<file path="src/rtl/crc_gen_pkg.sv">
package crc_gen_pkg;
  localparam int CRC_W  = 32;
  localparam int BYTE_W = 8;

  typedef enum logic [1:0] {
    FLD_8   = 2'd0,
    FLD_16  = 2'd1,
    FLD_32  = 2'd2,
    FLD_32B = 2'd3
  } fld_e;

  typedef struct packed {
    logic [CRC_W-1:0] init;
    logic [CRC_W-1:0] poly;
    fld_e             fld;
    logic [CRC_W-1:0] fxor;
    logic             msb_first;
  } crc_def_t;

  function automatic logic [BYTE_W-1:0] rev_byte(input logic [BYTE_W-1:0] b);
    logic [BYTE_W-1:0] r;
    for (int i = 0; i < BYTE_W; i++) r[i] = b[BYTE_W-1-i];
    return r;
  endfunction

  function automatic logic [2:0] fld_bytes(input fld_e f);
    case (f)
      FLD_8:   return 3'd1;
      FLD_16:  return 3'd2;
      default: return 3'd4;
    endcase
  endfunction
endpackage

</file>
<file path="src/rtl/crc_rst_sync.sv">
module crc_rst_sync #(
  parameter int STAGES = 2
) (
  input  logic clk,
  input  logic rst_n,
  output logic srst_n
);
  logic [STAGES-1:0] sync_q;

  always_ff @(posedge clk or negedge rst_n) begin
    if (!rst_n) sync_q <= '0;
    else        sync_q <= {sync_q[STAGES-2:0], 1'b1};
  end

  assign srst_n = sync_q[STAGES-1];
endmodule

</file>
<file path="src/rtl/crc_def_bank.sv">
module crc_def_bank
  import crc_gen_pkg::*;
#(
  parameter int NUM_SETS = 2,
  localparam int SEL_W = (NUM_SETS > 1) ? $clog2(NUM_SETS) : 1
) (
  input  logic             clk,
  input  logic             srst_n,
  input  logic             we,
  input  logic [SEL_W-1:0] wsel,
  input  crc_def_t         wdef,
  output crc_def_t         defs [NUM_SETS]
);
  for (genvar g = 0; g < NUM_SETS; g++) begin : g_set
    crc_def_t def_q;
    logic     wen;

    assign wen = we && (wsel == SEL_W'(g));

    always_ff @(posedge clk or negedge srst_n) begin
      if (!srst_n)  def_q <= '0;
      else if (wen) def_q <= wdef;
    end

    assign defs[g] = def_q;
  end
endmodule

</file>
<file path="src/rtl/crc_byte_engine.sv">
module crc_byte_engine
  import crc_gen_pkg::*;
(
  input  logic [CRC_W-1:0]  crc_in,
  input  logic [CRC_W-1:0]  poly,
  input  logic [BYTE_W-1:0] data,
  input  logic              msb_first,
  output logic [CRC_W-1:0]  crc_out
);
  logic [BYTE_W-1:0] ordered;
  logic [CRC_W-1:0]  acc;
  logic              fb;

  always_comb begin
    ordered = msb_first ? data : rev_byte(data);
    acc     = crc_in;
    fb      = 1'b0;
    for (int i = BYTE_W - 1; i >= 0; i--) begin
      fb  = acc[CRC_W-1] ^ ordered[i];
      acc = {acc[CRC_W-2:0], 1'b0} ^ (fb ? poly : '0);
    end
    crc_out = acc;
  end
endmodule

</file>
<file path="src/rtl/crc_out_serializer.sv">
module crc_out_serializer
  import crc_gen_pkg::*;
(
  input  logic              clk,
  input  logic              srst_n,
  input  logic              load,
  input  logic [CRC_W-1:0]  result,
  input  logic [2:0]        nbytes,
  input  logic              swap,
  output logic              out_valid,
  output logic [BYTE_W-1:0] out_byte,
  output logic              out_last
);
  logic [CRC_W-1:0] sh_q, sh_d;
  logic [2:0]       cnt_q, cnt_d;
  logic             swap_q, swap_d;
  logic             en;

  always_comb begin
    sh_d   = sh_q;
    cnt_d  = cnt_q;
    swap_d = swap_q;
    if (load) begin
      sh_d   = result;
      cnt_d  = nbytes;
      swap_d = swap;
    end else if (cnt_q != 3'd0) begin
      sh_d  = {sh_q[CRC_W-BYTE_W-1:0], {BYTE_W{1'b0}}};
      cnt_d = cnt_q - 3'd1;
    end
  end

  assign en = load || (cnt_q != 3'd0);

  always_ff @(posedge clk or negedge srst_n) begin
    if (!srst_n) begin
      sh_q   <= '0;
      cnt_q  <= '0;
      swap_q <= 1'b0;
    end else if (en) begin
      sh_q   <= sh_d;
      cnt_q  <= cnt_d;
      swap_q <= swap_d;
    end
  end

  assign out_valid = (cnt_q != 3'd0);
  assign out_last  = (cnt_q == 3'd1);
  assign out_byte  = swap_q ? rev_byte(sh_q[CRC_W-1 -: BYTE_W]) : sh_q[CRC_W-1 -: BYTE_W];
endmodule

</file>
<file path="src/rtl/crc_gen_unit.sv">
module crc_gen_unit
  import crc_gen_pkg::*;
#(
  parameter int NUM_SETS    = 2,
  parameter int SYNC_STAGES = 2,
  localparam int SEL_W = (NUM_SETS > 1) ? $clog2(NUM_SETS) : 1
) (
  input  logic             clk,
  input  logic             rst_n,
  input  logic             cfg_we,
  input  logic [SEL_W-1:0] cfg_set,
  input  logic [31:0]      cfg_init,
  input  logic [31:0]      cfg_poly,
  input  logic [1:0]       cfg_fld,
  input  logic [31:0]      cfg_fxor,
  input  logic             cfg_msb_first,
  input  logic             in_valid,
  input  logic [7:0]       in_byte,
  input  logic             in_start,
  input  logic             in_last,
  input  logic [SEL_W-1:0] in_set,
  input  logic             in_swap,
  output logic [31:0]      partial_q,
  output logic             out_valid,
  output logic [7:0]       out_byte,
  output logic             out_last
);
  logic       srst_n;
  crc_def_t   wr_def;
  crc_def_t   defs [NUM_SETS];
  crc_def_t   cur_def;
  logic [CRC_W-1:0] base;
  logic [CRC_W-1:0] crc_nxt;
  logic             emit;

  crc_rst_sync #(.STAGES(SYNC_STAGES)) u_rst (
    .clk    (clk),
    .rst_n  (rst_n),
    .srst_n (srst_n)
  );

  assign wr_def = '{init:      cfg_init,
                    poly:      cfg_poly,
                    fld:       fld_e'(cfg_fld),
                    fxor:      cfg_fxor,
                    msb_first: cfg_msb_first};

  crc_def_bank #(.NUM_SETS(NUM_SETS)) u_bank (
    .clk    (clk),
    .srst_n (srst_n),
    .we     (cfg_we),
    .wsel   (cfg_set),
    .wdef   (wr_def),
    .defs   (defs)
  );

  assign cur_def = defs[in_set];
  assign base    = in_start ? cur_def.init : partial_q;

  crc_byte_engine u_eng (
    .crc_in    (base),
    .poly      (cur_def.poly),
    .data      (in_byte),
    .msb_first (cur_def.msb_first),
    .crc_out   (crc_nxt)
  );

  always_ff @(posedge clk or negedge srst_n) begin
    if (!srst_n)       partial_q <= '0;
    else if (in_valid) partial_q <= crc_nxt;
  end

  assign emit = in_valid && in_last;

  crc_out_serializer u_ser (
    .clk       (clk),
    .srst_n    (srst_n),
    .load      (emit),
    .result    (crc_nxt ^ cur_def.fxor),
    .nbytes    (fld_bytes(cur_def.fld)),
    .swap      (in_swap),
    .out_valid (out_valid),
    .out_byte  (out_byte),
    .out_last  (out_last)
  );
endmodule

</file>
<file path="config.mk">
export PLATFORM = sky130hd
export DESIGN_NAME = crc_gen_unit
export DESIGN_NICKNAME = d
export VERILOG_FILES = /design/src/rtl/crc_gen_pkg.sv /design/src/rtl/crc_rst_sync.sv /design/src/rtl/crc_def_bank.sv /design/src/rtl/crc_byte_engine.sv /design/src/rtl/crc_out_serializer.sv /design/src/rtl/crc_gen_unit.sv
export SDC_FILE = /design/constraint.sdc
export NUM_CORES = 1
export LEC_CHECK = 0
export BUFFER_PORTS_ARGS = -buffer_cell sky130_fd_sc_hd__buf_2
export CAP_MARGIN = 5
export CORE_MARGIN = 5
export CORE_UTILIZATION = 60
export CTS_CLUSTER_DIAMETER = 60
export CTS_CLUSTER_SIZE = 25
export DETAILED_ROUTE_END_ITERATION = 12
export PLACE_DENSITY = 0.8
export SYNTH_ARGS = -nofsm -noshare
export SYNTH_HDL_FRONTEND = slang
export SYNTH_SLANG_ARGS = --single-unit
</file>
<file path="constraint.sdc">
create_clock -name clk -period 11.7 [get_ports clk]
set_input_delay 2.34 -clock clk [delete_from_list [all_inputs] [get_ports clk]]
set_output_delay 2.34 -clock clk [all_outputs]
set_load 0.03 [all_outputs]
</file>
==> results of run 1 <==
==> cell usage after synthesis, drive strengths merged (4+ instances only) <==
cell    number
or4          4
xnor3       35
nand4        4
o21ai       38
mux2       265
nor2       247
inv          4
nand2b       4
and4         4
nor4         5
nor3        36
dfrtp      268
nand3        8
a31oi        5
xor2        15
o31ai        8
and2         4
clkbuf      61
mux2i      112
nand2       57
xnor2      227
a21oi       41
buf         30
==> how the worst max path moves through the flow <==
| stage | endpoint | slack [ps] |
|---|---|---|
| after global routing | u_ser.sh_q[16] | 2520 |
| after global placement | u_ser.sh_q[13] | 2570 |
| after detailed placement | u_ser.sh_q[11] | 2390 |
| final | u_ser.sh_q[11] | 2920 |
| after CTS | u_ser.sh_q[11] | 2960 |
| after floorplan | partial_q[0] | 3680 |
==> routing by layer <==
metal | vias up | global-route usage [%] | wire length [um]
met3 | 104 | 3.86 | 2030
met2 | 342 | 44.4 | 20800
met1 | 5959 | 34.0 | 16800
li1 | 5558 | - | -
met4 | 0 | 11.2 | 2010
met5 | - | 0 | 0
==> final cells by class <==
cell class                      count  area share [%]
Clock inverter                     18            1.28
Tap cell                          384            2.50
Inverter                            4          0.0782
Sequential cell                   268            34.9
Antenna cell                        1          0.0130
Multi-Input combinational cell   1176            52.5
Clock buffer                       30            3.63
Timing Repair Buffer              181            5.06
==> registers in the layout, indices dropped and copies added, names as in the netlist <==
| register | cells |
|---|---|
| u_ser.sh_q | 32 |
| u_ser.cnt_q | 3 |
| partial_q | 32 |
| u_rst.sync_q | 2 |
| u_ser.swap_q | 1 |
| u_bank.defs | 198 |
==> cells by family (layout without fill, tap and decap cells) <==
family	count (synthesis)	after routing
and+or+nand+nor	384	384
muxes	377	377
xor gates and xnor gates	277	277
DFF	268	268
AOI/OAI and AO/OA	134	134
buffers and inverters	95	233
adders and majority gates	3	3
other	1	2
==> per-stage QoR <==
stage,setup slack (ps),cells
6_report,2920,2062
2_1_floorplan,3680,1539
4_1_cts,2960,2061
3_3_place_gp,2570,2013
3_5_place_dp,2390,2013
5_1_grt,2520,2061
==> reports/results.tsv, run 1 <==
metric	value	unit
status	finished, final reports clean	
tightest_slew	1230	ps
syn_nets	1658	
dr.pass1.iters	7	
ios	158	
reg2reg_depth	16	
grt.overflow.total	0	
nNetsFinal	1776	
synth_edf_count	0	
post-route-min-period	8780	ps
cpMaxStageDelayCell	a31oi_4	
grt_max_degree	87	
dpl.hpwl	29.7	mm
multi_input_area	10100	um2
place_area	18300	um2
synth_area_leaders	dfrtp_1 39%, mux2_2 17%, xnor2_1 10%	
avgSynthCellArea	11.1	um2
worst-path-buf-inv	3	
h-tree-depth	1	
yosysSeqAreaShare	39.1	%
final_cell_area	19200	um2
syn2layout_area_growth	12.0	%
core	28500	um2
route.detailed.drc	0	
cts_made_buffers	26	
die-height	179	um
final_common_cell	dfrtp_1	
register_area	6710	um2
startpoint_type	input port	
vias_per_cell	5.80	
cpLargestDelayFamily	simple AND/OR/NAND/NOR gates	
grt_pass1_wl	66.5	mm
r2r_end	u_ser.sh_q[11]	
synth.cell_area	17200	um2
grt_usage	26.3	%
hold_viol_final	0	
cts.path.max_buffers	3	
reg2reg_from	u_bank.defs[99]	
drv_slew	0	
setup_viol	0	
fillers	2161	
final_util	67.5	%
cp.arrival	9260	ps
routed_wl	41.7	mm
yosys.area.top_type	dfrtp_1	
yosys.area_share.simple	11.1	%
grt_pass1_vias	12200	
clock_latency	570	ps
synth-adder-area-share	0.219	%
synth_top_area_share	39.1	%
path_cells	buf_6 > mux2i_4 > mux2i_2 > xnor2_2 > buf_4 > nor2_1 > xnor3_1 > nor3_1 > nor2b_1 > a2111o_1 > and2_1 > or4_1 > a31oi_4 > buf_4 > nor3_4 > xnor3_1 > o21ai_1	
dieArea	32100	um2
max-slew-margin-rel	18.1	%
synthXorXnorAreaFrac	18.0	%
slowest_delay	870	ps
cts_tree	built	
synth_seq_cells	268	
die_x	179	um
holdWs	279	ps
synth_compound_area_share	4.97	%
clock_skew	20.9	ps
critPathCaptureType	flip-flop	
io_buffers	157	
vias	12000	
crit_type	input port to flip-flop	
final_cell_mix	267 x dfrtp_1, 264 x mux2_2, 247 x nor2_1	
wl_per_cell	20.2	um
synth_cells	1539	
drt_iter0_drc	1034	
synth_top_family_by_area	multiplexers	
finalCritPeriodShare	75.0	%
r2r_slack	5060	ps
holdBufCountCts	0	
cts.root.buffer_cell	clkbuf_16	
ant_nets	0	
cts.sinks	268	
ys.flop_type	dfrtp_1	
worstPathMaxFanout	65	
maxCapViolCount	0	
path_clk_slew	80	ps
antenna_found_initial	0	
synthArstFlopShare	100	%
tns	0	ps
cts_resized	0	
hp-class	flip-flop to async pin	
post-cts-setup-buffers	0	
startpoint	in_set	
synth.distinct_cells	67	
synthMuxAreaShare	24.2	%
drive_above_1_share	33.5	%
rsz0062_at_grt	no	
row_count	62	
fmax	114	MHz
start_util	60.2	%
cp.depth	17	
crit_required	12180	ps
yosysWarnings	0	
place_congestion	0.905	
Power of run 1 is left out: the tool's default activity adds up to more than one toggle a clock period on the data nets, which glitch-free logic cannot reach.
==> run 2, diff against run 1 <==
- CORE_UTILIZATION: 60 -> 55
- PLACE_DENSITY: 0.8 -> 0.78
- clock period: 11.7 -> 7.2 ns (I/O delays scaled with it)
==> run 2 against run 1 <==
Compared with the run above: routed wire length is 1.1% higher; hold slack improved by 66 ps; critical path depth is the same; worst setup slack got worse by 1900 ps; register-to-register slack lost 3400 ps; core utilization shrank 4.1 points; flip-flop and latch count stayed put; global-route usage fell by 2.5 points; via count up 0.45%; final cell count grew 1.4%; sequential share of layout area shrank 0.42 points; die area is 8.6% higher.
==> reports/results.tsv, run 2 (synthesis gave the netlist of run 1 again) <==
metric	value	unit
ios	158	
vias_per_cell	5.75	
die-height	187	um
worstSetupEndpoint	u_ser.sh_q[14]	
r2r_end	u_ser.sh_q[14]	
nNetsFinal	1793	
place_area	18400	um2
grt_use_met2	41.6	%
startpoint	in_set	
cts.root.buffer_cell	clkbuf_16	
path_clk_slew	70	ps
r2r_slack	1680	ps
hold_viol_final	0	
h-tree-depth	1	
grt_max_degree	88	
holdWs	345	ps
drt_iter0_drc	972	
post-cts-setup-buffers	0	
clock_latency	550	ps
reg2reg_depth	16	
fmax	161	MHz
use_met3	3.68	%
setup_ws	975	ps
place_congestion	0.855	
io_buffers	157	
cts_resized	0	
grt_usage	23.8	%
place_ws	480	ps
final_common_cell	dfrtp_1	
wl_per_cell	20.2	um
core	30700	um2
crit_required	7680	ps
cp.arrival	6700	ps
die_x	187	um
fillers	2451	
clock_skew	24.5	ps
grt_pass1_wl	68.2	mm
row_count	64	
maxCapViolCount	0	
startpoint_type	input port	
dpl.hpwl	30.5	mm
final_cell_mix	267 x dfrtp_1, 264 x mux2_2, 247 x nor2_1	
post-route-min-period	6220	ps
min_path_cells	0	
cts_tree	built	
worstPathMaxFanout	13	
tns	0	ps
drv_slew	0	
routed_wl	42.2	mm
diodes	0	
reg2reg_from	u_bank.defs[99]	
syn2layout_area_growth	13.3	%
critPathCaptureType	flip-flop	
drive_above_1_share	34.3	%
crit_type	input port to flip-flop	
cts.path.max_buffers	3	
rsz0062_at_grt	no	
grt_pass1_vias	12400	
finalCritPeriodShare	86.5	%
status	finished, final reports clean	
largest_reg_flops	198	
grt.overflow.total	0	
start_util	55.9	%
dieArea	34800	um2
cts_made_buffers	27	
dr.pass1.iters	6	
min_from	u_rst.sync_q[0]	
hp-class	flip-flop to flip-flop	
grt_use_met1	30.7	%
holdBufCountCts	0	
route.detailed.drc	0	
vias	12000	
ant_nets	0	
cts.sinks	268	
final_cell_area	19400	um2
setup_viol	0	
grt_most_used_layer	met2	
antenna_found_initial	0	
max-slew-margin-rel	22.7	%
tightest_slew	1130	ps
-- run 2: changes by cell type in the layout (fill, tap and decap cells not counted), moves of 2 or more --
cell / previous run / this run
buf_4: 24 / 37
clkinv_8: 3 / 8
buf_12: 0 / 3
inv_16: 3 / 0
inv_6: 2 / 5
bufinv_16: 0 / 2
clkbuf_1: 2 / 0
clkinv_4: 3 / 1
inv_8: 4 / 2
-- run 2: final cells by class --
type | instances | area (um2) | share of cell area [%]
timing repair buffer | 197 | 1130 | 5.81
clock inverter | 22 | 319 | 1.64
tap | 396 | 495 | 2.55
sequential | 268 | 6710 | 34.5
clock buffer | 28 | 689 | 3.55
inverter | 4 | 15.0 | 0.0772
multi-input combinational | 1176 | 10100 | 51.9
-- run 2: critical path, cell delays in order --
cell and delay [ps]:
buf_6 150, mux2i_4 490, mux2i_4 430, xnor2_2 230
a211oi_1 360, mux2_2 420, nor3_4 290, xor2_1 160
buf_4 190, a221o_1 350, nor3_1 540, o211ai_1 250
a31oi_4 480, buf_12 240, nor3_4 70, xnor3_1 420
o21ai_1 140
-- run 2: per-stage QoR --
step                      cells  utilization (%)
after floorplan            1539                -
after global placement     2041             60.1
after detailed placement   2041             60.1
after CTS                  2091             63.4
after global routing       2091             63.4
final                      2091             63.4
-- run 2: per-layer routing --
metal | routed length [um] | up-vias
met5 | 0 | -
met1 | 17400 | 6022
met4 | 1310 | 0
li1 | - | 5589
met2 | 21300 | 330
met3 | 2160 | 76
-- run 2: worst min-delay path by stage --
stage	to	slack, ps
after floorplan	u_rst.sync_q[1]	330
after global placement	u_rst.sync_q[1]	340
after detailed placement	u_rst.sync_q[1]	340
after CTS	u_rst.sync_q[1]	350
after global routing	u_rst.sync_q[1]	370
final	u_rst.sync_q[1]	350
Power of run 2 is left out for the same reason.
